$ cat config.mk
export PLATFORM = sky130hd
export DESIGN_NAME = enc_poller
export DESIGN_NICKNAME = d
export VERILOG_FILES = /design/src/rtl/enc_poll_pkg.sv /design/src/rtl/enc_crc8.sv /design/src/rtl/enc_ser_tx.sv /design/src/rtl/enc_ser_rx.sv /design/src/rtl/enc_poller.sv
export SDC_FILE = /design/constraint.sdc
export NUM_CORES = 1
export LEC_CHECK = 0
export ABC_AREA = 1
export BUFFER_PORTS_ARGS = -buffer_cell sky130_fd_sc_hd__buf_2
export CAP_MARGIN = 20
export CORE_MARGIN = 4
export CORE_UTILIZATION = 45
export DETAILED_ROUTE_END_ITERATION = 10
export MAX_ROUTING_LAYER = met4
export PLACE_DENSITY = 0.71
export SLEW_MARGIN = 10
export SYNTH_ARGS = -nofsm -noshare
export SYNTH_HDL_FRONTEND = slang
export SYNTH_SLANG_ARGS = --single-unit
$ cat constraint.sdc
create_clock -name clk -period 3.7 [get_ports clk]
set_input_delay 0.185 -clock clk [delete_from_list [all_inputs] [get_ports clk]]
set_output_delay 0.185 -clock clk [all_outputs]
set_load 0.1 [all_outputs]
$ cat src/rtl/enc_poll_pkg.sv
package enc_poll_pkg;

  localparam int unsigned WORD_W = 16;

  typedef enum logic [2:0] {
    PL_PAUSE = 3'd0,
    PL_LEAD  = 3'd1,
    PL_SEND  = 3'd2,
    PL_TAIL  = 3'd3,
    PL_RECV  = 3'd4
  } poll_state_t;

  typedef enum logic [1:0] {
    RX_IDLE  = 2'd0,
    RX_START = 2'd1,
    RX_DATA  = 2'd2,
    RX_STOP  = 2'd3
  } rx_state_t;

  function automatic int unsigned max3(input int unsigned a, input int unsigned b,
                                       input int unsigned c);
    int unsigned m;
    m = a;
    if (b > m) m = b;
    if (c > m) m = c;
    return m;
  endfunction

endpackage

$ cat src/rtl/enc_crc8.sv
module enc_crc8 #(
  parameter int unsigned DATA_W = 40,
  parameter logic [7:0]  POLY   = 8'h07
) (
  input  logic [DATA_W-1:0] data,
  output logic [7:0]        crc
);
  always_comb begin
    logic [7:0] acc;
    logic       fb;
    acc = 8'h00;
    for (int i = DATA_W - 1; i >= 0; i--) begin
      fb  = acc[7] ^ data[i];
      acc = {acc[6:0], 1'b0} ^ (fb ? POLY : 8'h00);
    end
    crc = acc;
  end
endmodule

$ cat src/rtl/enc_ser_tx.sv
module enc_ser_tx #(
  parameter int unsigned CLK_PER_BIT = 72,
  parameter int unsigned W           = 16
) (
  input  logic         clk,
  input  logic         rst_n,
  input  logic         start,
  input  logic [W-1:0] data,
  output logic         line,
  output logic         busy,
  output logic         done
);
  localparam int unsigned NBITS = W + 2;
  localparam int unsigned CW    = $clog2(CLK_PER_BIT);
  localparam int unsigned BW    = $clog2(NBITS);
  localparam logic [CW-1:0] CNT_LAST = CW'(CLK_PER_BIT - 1);
  localparam logic [BW-1:0] BIT_LAST = BW'(NBITS - 1);

  logic [NBITS-1:0] frame_q, frame_d;
  logic [CW-1:0]    cnt_q, cnt_d;
  logic [BW-1:0]    bit_q, bit_d;
  logic             busy_q, busy_d;
  logic             done_q, done_d;

  always_comb begin
    frame_d = frame_q;
    cnt_d   = cnt_q;
    bit_d   = bit_q;
    busy_d  = busy_q;
    done_d  = 1'b0;
    if (!busy_q) begin
      if (start) begin
        frame_d = {1'b1, data, 1'b0};
        cnt_d   = '0;
        bit_d   = '0;
        busy_d  = 1'b1;
      end
    end else if (cnt_q == CNT_LAST) begin
      cnt_d = '0;
      if (bit_q == BIT_LAST) begin
        busy_d = 1'b0;
        done_d = 1'b1;
      end else begin
        bit_d   = bit_q + 1'b1;
        frame_d = {1'b1, frame_q[NBITS-1:1]};
      end
    end else begin
      cnt_d = cnt_q + 1'b1;
    end
  end

  always_ff @(posedge clk or negedge rst_n) begin
    if (!rst_n) begin
      frame_q <= '1;
      cnt_q   <= '0;
      bit_q   <= '0;
      busy_q  <= 1'b0;
      done_q  <= 1'b0;
    end else begin
      frame_q <= frame_d;
      cnt_q   <= cnt_d;
      bit_q   <= bit_d;
      busy_q  <= busy_d;
      done_q  <= done_d;
    end
  end

  assign line = busy_q ? frame_q[0] : 1'b1;
  assign busy = busy_q;
  assign done = done_q;

  // an accepted start request drives the start bit on the next cycle
  assert_start_bit_R2: assert property (@(posedge clk) disable iff (!rst_n)
    (start && !busy) |=> (busy && !line));

endmodule

$ cat src/rtl/enc_ser_rx.sv
module enc_ser_rx
  import enc_poll_pkg::*;
#(
  parameter int unsigned CLK_PER_BIT = 72,
  parameter int unsigned W           = 16
) (
  input  logic         clk,
  input  logic         rst_n,
  input  logic         en,
  input  logic         line,
  output logic         word_stb,
  output logic [W-1:0] word,
  output logic         frame_err
);
  localparam int unsigned CW = $clog2(CLK_PER_BIT);
  localparam int unsigned BW = $clog2(W);
  localparam logic [CW-1:0] CNT_LAST = CW'(CLK_PER_BIT - 1);
  localparam logic [CW-1:0] CNT_HALF = CW'(CLK_PER_BIT / 2 - 1);
  localparam logic [BW-1:0] BIT_LAST = BW'(W - 1);

  logic [1:0]    sync_q;
  logic          rx_s;
  rx_state_t     st_q, st_d;
  logic [CW-1:0] cnt_q, cnt_d;
  logic [BW-1:0] bit_q, bit_d;
  logic [W-1:0]  sh_q, sh_d;
  logic          stb_q, stb_d;
  logic          ferr_q, ferr_d;

  assign rx_s = sync_q[1];

  always_comb begin
    st_d   = st_q;
    cnt_d  = cnt_q;
    bit_d  = bit_q;
    sh_d   = sh_q;
    stb_d  = 1'b0;
    ferr_d = ferr_q;
    if (!en) begin
      st_d  = RX_IDLE;
      cnt_d = '0;
    end else begin
      case (st_q)
        RX_IDLE: begin
          cnt_d = '0;
          if (!rx_s) st_d = RX_START;
        end
        RX_START: begin
          if (cnt_q == CNT_HALF) begin
            cnt_d = '0;
            bit_d = '0;
            st_d  = rx_s ? RX_IDLE : RX_DATA;
          end else begin
            cnt_d = cnt_q + 1'b1;
          end
        end
        RX_DATA: begin
          if (cnt_q == CNT_LAST) begin
            cnt_d = '0;
            sh_d  = {rx_s, sh_q[W-1:1]};
            bit_d = bit_q + 1'b1;
            if (bit_q == BIT_LAST) st_d = RX_STOP;
          end else begin
            cnt_d = cnt_q + 1'b1;
          end
        end
        default: begin
          if (cnt_q == CNT_LAST) begin
            cnt_d  = '0;
            stb_d  = 1'b1;
            ferr_d = !rx_s;
            st_d   = RX_IDLE;
          end else begin
            cnt_d = cnt_q + 1'b1;
          end
        end
      endcase
    end
  end

  always_ff @(posedge clk or negedge rst_n) begin
    if (!rst_n) begin
      sync_q <= 2'b11;
      st_q   <= RX_IDLE;
      cnt_q  <= '0;
      bit_q  <= '0;
      sh_q   <= '0;
      stb_q  <= 1'b0;
      ferr_q <= 1'b0;
    end else begin
      sync_q <= {sync_q[0], line};
      st_q   <= st_d;
      cnt_q  <= cnt_d;
      bit_q  <= bit_d;
      sh_q   <= sh_d;
      stb_q  <= stb_d;
      ferr_q <= ferr_d;
    end
  end

  assign word_stb  = stb_q;
  assign word      = sh_q;
  assign frame_err = ferr_q;

  // a word is only reported while the receiver is armed
  assert_stb_armed_R4: assert property (@(posedge clk) disable iff (!rst_n)
    word_stb |-> en);

endmodule

$ cat src/rtl/enc_poller.sv
module enc_poller
  import enc_poll_pkg::*;
#(
  parameter int unsigned CLK_PER_BIT   = 72,
  parameter logic [15:0] CMD_WORD      = 16'h8102,
  parameter logic [7:0]  CRC_POLY      = 8'h07,
  parameter int unsigned PAUSE_CYCLES  = 180000,
  parameter int unsigned REPLY_TIMEOUT = 20000,
  parameter int unsigned ERR_W         = 8,
  parameter int unsigned TS_W          = 32
) (
  input  logic            clk,
  input  logic            rst_n,
  input  logic            line_rx,
  output logic            line_tx,
  output logic            line_te,
  output logic            rep_valid,
  output logic [15:0]     rep_status,
  output logic [23:0]     rep_pos,
  output logic [TS_W-1:0] rep_time,
  output logic [ERR_W-1:0] err_count
);
  localparam int unsigned CNT_MAX = max3(PAUSE_CYCLES, REPLY_TIMEOUT, CLK_PER_BIT);
  localparam int unsigned CNT_W   = $clog2(CNT_MAX + 1);
  localparam logic [CNT_W-1:0] PAUSE_LAST = CNT_W'(PAUSE_CYCLES - 1);
  localparam logic [CNT_W-1:0] TMO_LAST   = CNT_W'(REPLY_TIMEOUT - 1);
  localparam logic [CNT_W-1:0] BIT_LAST   = CNT_W'(CLK_PER_BIT - 1);
  localparam logic [ERR_W-1:0] ERR_MAX    = '1;

  poll_state_t      st_q, st_d;
  logic [CNT_W-1:0] cnt_q, cnt_d;
  logic [1:0]       widx_q, widx_d;
  logic             ferr_q, ferr_d;
  logic [15:0]      w_stat_q, w_stat_d;
  logic [15:0]      w_plo_q, w_plo_d;
  logic             valid_q, valid_d;
  logic [ERR_W-1:0] err_q, err_d;
  logic [15:0]      o_stat_q, o_stat_d;
  logic [23:0]      o_pos_q, o_pos_d;
  logic [TS_W-1:0]  o_time_q, o_time_d;
  logic [TS_W-1:0]  ts_q;

  logic        tx_start, tx_busy, tx_done;
  logic        rx_en, rx_stb, rx_ferr;
  logic [15:0] rx_word;
  logic [7:0]  crc_calc;

  enc_ser_tx #(.CLK_PER_BIT(CLK_PER_BIT), .W(WORD_W)) u_tx (
    .clk(clk), .rst_n(rst_n), .start(tx_start), .data(CMD_WORD),
    .line(line_tx), .busy(tx_busy), .done(tx_done)
  );

  enc_ser_rx #(.CLK_PER_BIT(CLK_PER_BIT), .W(WORD_W)) u_rx (
    .clk(clk), .rst_n(rst_n), .en(rx_en), .line(line_rx),
    .word_stb(rx_stb), .word(rx_word), .frame_err(rx_ferr)
  );

  enc_crc8 #(.DATA_W(40), .POLY(CRC_POLY)) u_crc (
    .data({w_stat_q, w_plo_q, rx_word[7:0]}), .crc(crc_calc)
  );

  assign rx_en   = (st_q == PL_RECV);
  assign line_te = (st_q == PL_LEAD) || (st_q == PL_SEND) || (st_q == PL_TAIL);

  always_comb begin
    st_d     = st_q;
    cnt_d    = cnt_q;
    widx_d   = widx_q;
    ferr_d   = ferr_q;
    w_stat_d = w_stat_q;
    w_plo_d  = w_plo_q;
    valid_d  = 1'b0;
    err_d    = err_q;
    o_stat_d = o_stat_q;
    o_pos_d  = o_pos_q;
    o_time_d = o_time_q;
    tx_start = 1'b0;
    case (st_q)
      PL_PAUSE: begin
        if (cnt_q == PAUSE_LAST) begin
          cnt_d = '0;
          st_d  = PL_LEAD;
        end else begin
          cnt_d = cnt_q + 1'b1;
        end
      end
      PL_LEAD: begin
        if (cnt_q == BIT_LAST) begin
          cnt_d    = '0;
          tx_start = 1'b1;
          st_d     = PL_SEND;
        end else begin
          cnt_d = cnt_q + 1'b1;
        end
      end
      PL_SEND: begin
        cnt_d = '0;
        if (tx_done) st_d = PL_TAIL;
      end
      PL_TAIL: begin
        if (cnt_q == BIT_LAST) begin
          cnt_d  = '0;
          widx_d = '0;
          ferr_d = 1'b0;
          st_d   = PL_RECV;
        end else begin
          cnt_d = cnt_q + 1'b1;
        end
      end
      default: begin
        cnt_d = cnt_q + 1'b1;
        if (rx_stb) begin
          ferr_d = ferr_q | rx_ferr;
          widx_d = widx_q + 1'b1;
          if (widx_q == 2'd0) w_stat_d = rx_word;
          if (widx_q == 2'd1) w_plo_d  = rx_word;
          if (widx_q == 2'd2) begin
            cnt_d = '0;
            st_d  = PL_PAUSE;
            if (!ferr_q && !rx_ferr && (crc_calc == rx_word[15:8])) begin
              valid_d  = 1'b1;
              o_stat_d = w_stat_q;
              o_pos_d  = {rx_word[7:0], w_plo_q};
              o_time_d = ts_q;
            end else if (err_q != ERR_MAX) begin
              err_d = err_q + 1'b1;
            end
          end
        end else if (cnt_q == TMO_LAST) begin
          cnt_d = '0;
          st_d  = PL_PAUSE;
          if (err_q != ERR_MAX) err_d = err_q + 1'b1;
        end
      end
    endcase
  end

  always_ff @(posedge clk or negedge rst_n) begin
    if (!rst_n) begin
      st_q     <= PL_PAUSE;
      cnt_q    <= '0;
      widx_q   <= '0;
      ferr_q   <= 1'b0;
      w_stat_q <= '0;
      w_plo_q  <= '0;
      valid_q  <= 1'b0;
      err_q    <= '0;
      o_stat_q <= '0;
      o_pos_q  <= '0;
      o_time_q <= '0;
      ts_q     <= '0;
    end else begin
      st_q     <= st_d;
      cnt_q    <= cnt_d;
      widx_q   <= widx_d;
      ferr_q   <= ferr_d;
      w_stat_q <= w_stat_d;
      w_plo_q  <= w_plo_d;
      valid_q  <= valid_d;
      err_q    <= err_d;
      o_stat_q <= o_stat_d;
      o_pos_q  <= o_pos_d;
      o_time_q <= o_time_d;
      ts_q     <= ts_q + 1'b1;
    end
  end

  assign rep_valid  = valid_q;
  assign rep_status = o_stat_q;
  assign rep_pos    = o_pos_q;
  assign rep_time   = o_time_q;
  assign err_count  = err_q;

  // the drive enable covers the whole transmitted frame
  assert_te_covers_tx_R3: assert property (@(posedge clk) disable iff (!rst_n)
    tx_busy |-> line_te);

  // the line is still idle when the drive enable first rises
  assert_te_lead_R3: assert property (@(posedge clk) disable iff (!rst_n)
    $rose(line_te) |-> line_tx);

  // no received word is reported while the block drives the line
  assert_rx_blanked_R4: assert property (@(posedge clk) disable iff (!rst_n)
    rx_stb |-> !line_te);

  // the valid strobe lasts one cycle
  assert_valid_pulse_R6: assert property (@(posedge clk) disable iff (!rst_n)
    rep_valid |=> !rep_valid);

  // an accepted reply does not count as an error
  assert_valid_no_err_R7: assert property (@(posedge clk) disable iff (!rst_n)
    rep_valid |-> $stable(err_count));

  // the error counter holds once saturated
  assert_err_saturates_R10: assert property (@(posedge clk) disable iff (!rst_n)
    (err_count == ERR_MAX) |=> (err_count == ERR_MAX));

  // published position only moves with the strobe
  assert_pos_held_R12: assert property (@(posedge clk) disable iff (!rst_n)
    !rep_valid |-> $stable(rep_pos));

endmodule

==> reports/qor.txt <==
PwrDens - 345 mW/mm2
R2R depth - 29
clk sinks - 232
GRT Overall Usage - 0.194
clock skew - 0.0285 ns
num rows - 59
vias in the first global route - 9823
Hold Slack - 0.312 ns
CP endpoint kind - flop
total CTS buffers - 26
largest net degree at the start of global routing - 116
share of cells above drive strength 1 - 0.236
core area - 0.0264 mm2
via/cell ratio - 5.24
# setup viols final - 0
status - finished, final reports clean
H-tree level count - 1
Slowest Stage Delay on Critical Path - 0.47 ns
Seq cells post-synth - 232
GRT busiest layer - met2
Final Hold Violating Endpoints - 0
DRT iter0 DRCs - 774
CP Class - reg -> reg
first-pass GRT wire length - 48.1 mm
drt wl/cell - 15.5 um
Cells after Synth - 1570
n_diodes - 0
Max Clk Rate - 0.278 GHz
Initial Utilization - 0.462
met2 usage - 0.310
drt pass-1 iters - 7
max_cap viols - 0
cell mode on critical path - nand2_2
Seq/Total Area, Yosys - 0.478
Post-Syn Nets - 1589
worst endpoint required time - 4.10 ns
reg2reg start - w_stat_q[13]
RSZ-0062 raised after global routing - true
Worst-Skew Late Latency - 0.54 ns
Worst setup SP type - flop
worst vdd ir - 0.388 mV
Slew headroom - 0.307
Min-Delay Endpoint - u_rx.sync_q[0]
Total Power - 5.14 mW
initial antenna violation count - 0
ys async rst share - 1.00
CTS tree - done
fin crit share - 0.974
met1 usage in global routing - 0.260
final core utilization - 0.565
via count - 10706
antenna-violating nets left - 0
Nets - 1708
crit-path max FO - 9
DIE AREA - 0.0298 mm2
CP Data Arrival Time - 4.01 ns
r2r setup slk - 0.1 ns
total grt overflow - 0
slowest CP cell - dfrtp_2
die height - 173 um
Leak Pwr - 7.66 nW
met3 Track Usage GR - 0.0282
number of flops mapped to enable cells by yosys - 0
Max Slew Vio Count - 0
syn avg cell area - 7.76 um2
worst path bufs/invs - 4
Primary FF master, synth - dfrtp_1
clock slew at reported path FFs - 0.06 ns
Syn Std Cell Area - 0.0122 mm2
Worst-Margin Slew - 1.04 ns
Area Growth Syn to Fin - 22.3%
Root Buffer - clkbuf_16
worst hold start - line_rx
DRC errors left - 0
final WL - 31.6 mm
GPL Wtd Cong - 0.915
reg2reg end - rep_pos[20]
hold path depth - 2
Detailed Place HPWL - 20.0 mm
clk buf depth - 3
IO Count - 86
YS warnings - 0
min-delay worst type - in -> reg
Synth cell types - 47
post-layout min period - 3.60 ns
Crit path max-delay family - simple AND/OR/NAND/NOR gates
Buffers on Ports - 85
Die Wd - 173 um
what timing repair did:
item | in CTS | in global routing
resized for setup | 0 | 187
buffers inserted | 0 | 18
hold buffers | 2 | 0
hold endpoints to repair | 95 | 0
setup endpoints to repair | 0 | 82
layout by cell type (no fill, tap or decap), types with 6 or more instances in the layout:
cell type  count
a21oi_1       15
buf_12         7
buf_2         84
buf_4         18
buf_6         10
clkbuf_16     33
clkbuf_8       9
dfrtp_1      207
dfrtp_2        7
dfstp_2       18
ha_1          16
inv_1        156
inv_2         23
nand2_1      455
nand2_2      101
nand2_4       20
nand3_1      172
nand3_2       35
nand3b_1       6
nand4_1       15
nor2_1        70
nor2_4         6
nor3_1        21
nor4_1         9
o21ai_0       67
o22ai_1       18
xnor2_1       15
xor2_1        35
kinds of logic after synthesis:
group	synth area share
xor gates and xnor gates	0.0387
DFF	0.478
buffers and inverters	0.0786
muxes	0.000924
adders and majority gates	0.0164
and+or+nand+nor	0.334
AOI/OAI and AO/OA	0.0534
metrics by stage:
step / cell area (um2) / instances / setup TNS [ns] / setup slack (ns)
finish: 14900 / 2042 / 0 / 0.0976
CTS: 13800 / 2009 / 0 / 0.0764
global placement: 12900 / 1961 / 0 / 0.139
detailed placement: 12900 / 1961 / 0 / 0.109
global route: 14900 / 2042 / -11.18 / -0.166
floorplan: 12200 / 1570 / 0 / 0.687
worst max-delay path by stage:
| stage | startpoint | to | cells after the start |
|---|---|---|---|
| after floorplan | w_stat_q[13] | rep_pos[10] | 32 |
| after global placement | w_stat_q[13] | rep_status[13] | 24 |
| after detailed placement | w_stat_q[15] | rep_status[13] | 28 |
| after CTS | w_stat_q[13] | rep_pos[18] | 25 |
| after global routing | w_stat_q[15] | rep_pos[20] | 29 |
| final | w_stat_q[13] | rep_pos[20] | 29 |
cell usage after synthesis, types with 2 or more instances:
library cell	n	area, um2
ha_1	16	200
nand3b_1	6	45.0
xnor2_1	15	131
nand2_4	2	22.5
a21oi_1	15	75.1
nor3_1	21	105
inv_1	162	608
nand2_1	538	2020
buf_6	15	169
nor4_1	10	62.6
o22ai_1	18	113
dfstp_2	18	473
nor2_2	3	18.8
nor2_1	77	289
o21ai_0	67	335
nand4_1	15	93.8
nor3b_1	2	15.0
xor2_1	37	324
clkbuf_1	23	86.3
nand3_2	5	50.1
o21a_1	2	15.0
nand2_2	38	238
dfrtp_1	214	5360
inv_2	19	71.3
a22oi_1	3	22.5
o31ai_1	2	15.0
nand3_1	206	1030
and3_1	2	12.5
power breakdown:
group          switching, mW  internal [mW]
clock network           1.01           1.54
logic                 0.0489        0.00680
registers           0.000460           2.54
metal layers:
| metal | part of all wire | vias up |
|---|---|---|
| li1 | - | 5251 |
| met1 | 0.44 | 5115 |
| met2 | 0.48 | 252 |
| met3 | 0.051 | 88 |
| met4 | 0.035 | 0 |
| met5 | 0 | - |
flip-flops by register name, summed over array words and instances (netlist names), 7 cells and up:
register      flops
ts_q             32
rep_status       16
u_rx.word        16
w_stat_q         16
u_tx.frame_q     16
rep_pos          24
u_tx.cnt_q        7
err_count         8
cnt_q            18
rep_time         32
u_rx.cnt_q        7
w_plo_q          16
final cells by class:
| cell class | instances | area, um2 |
|---|---|---|
| well taps | 335 | 419 |
| fillers | 2351 | 11500 |
| flip-flops and latches | 232 | 5840 |
| inverters | 183 | 694 |
| clock inverters | 7 | 73.8 |
| multi-input cells | 1115 | 6020 |
| repair buffers | 131 | 1060 |
| clock buffers | 39 | 790 |
No activity file was read; power rests on OpenSTA's default activity.
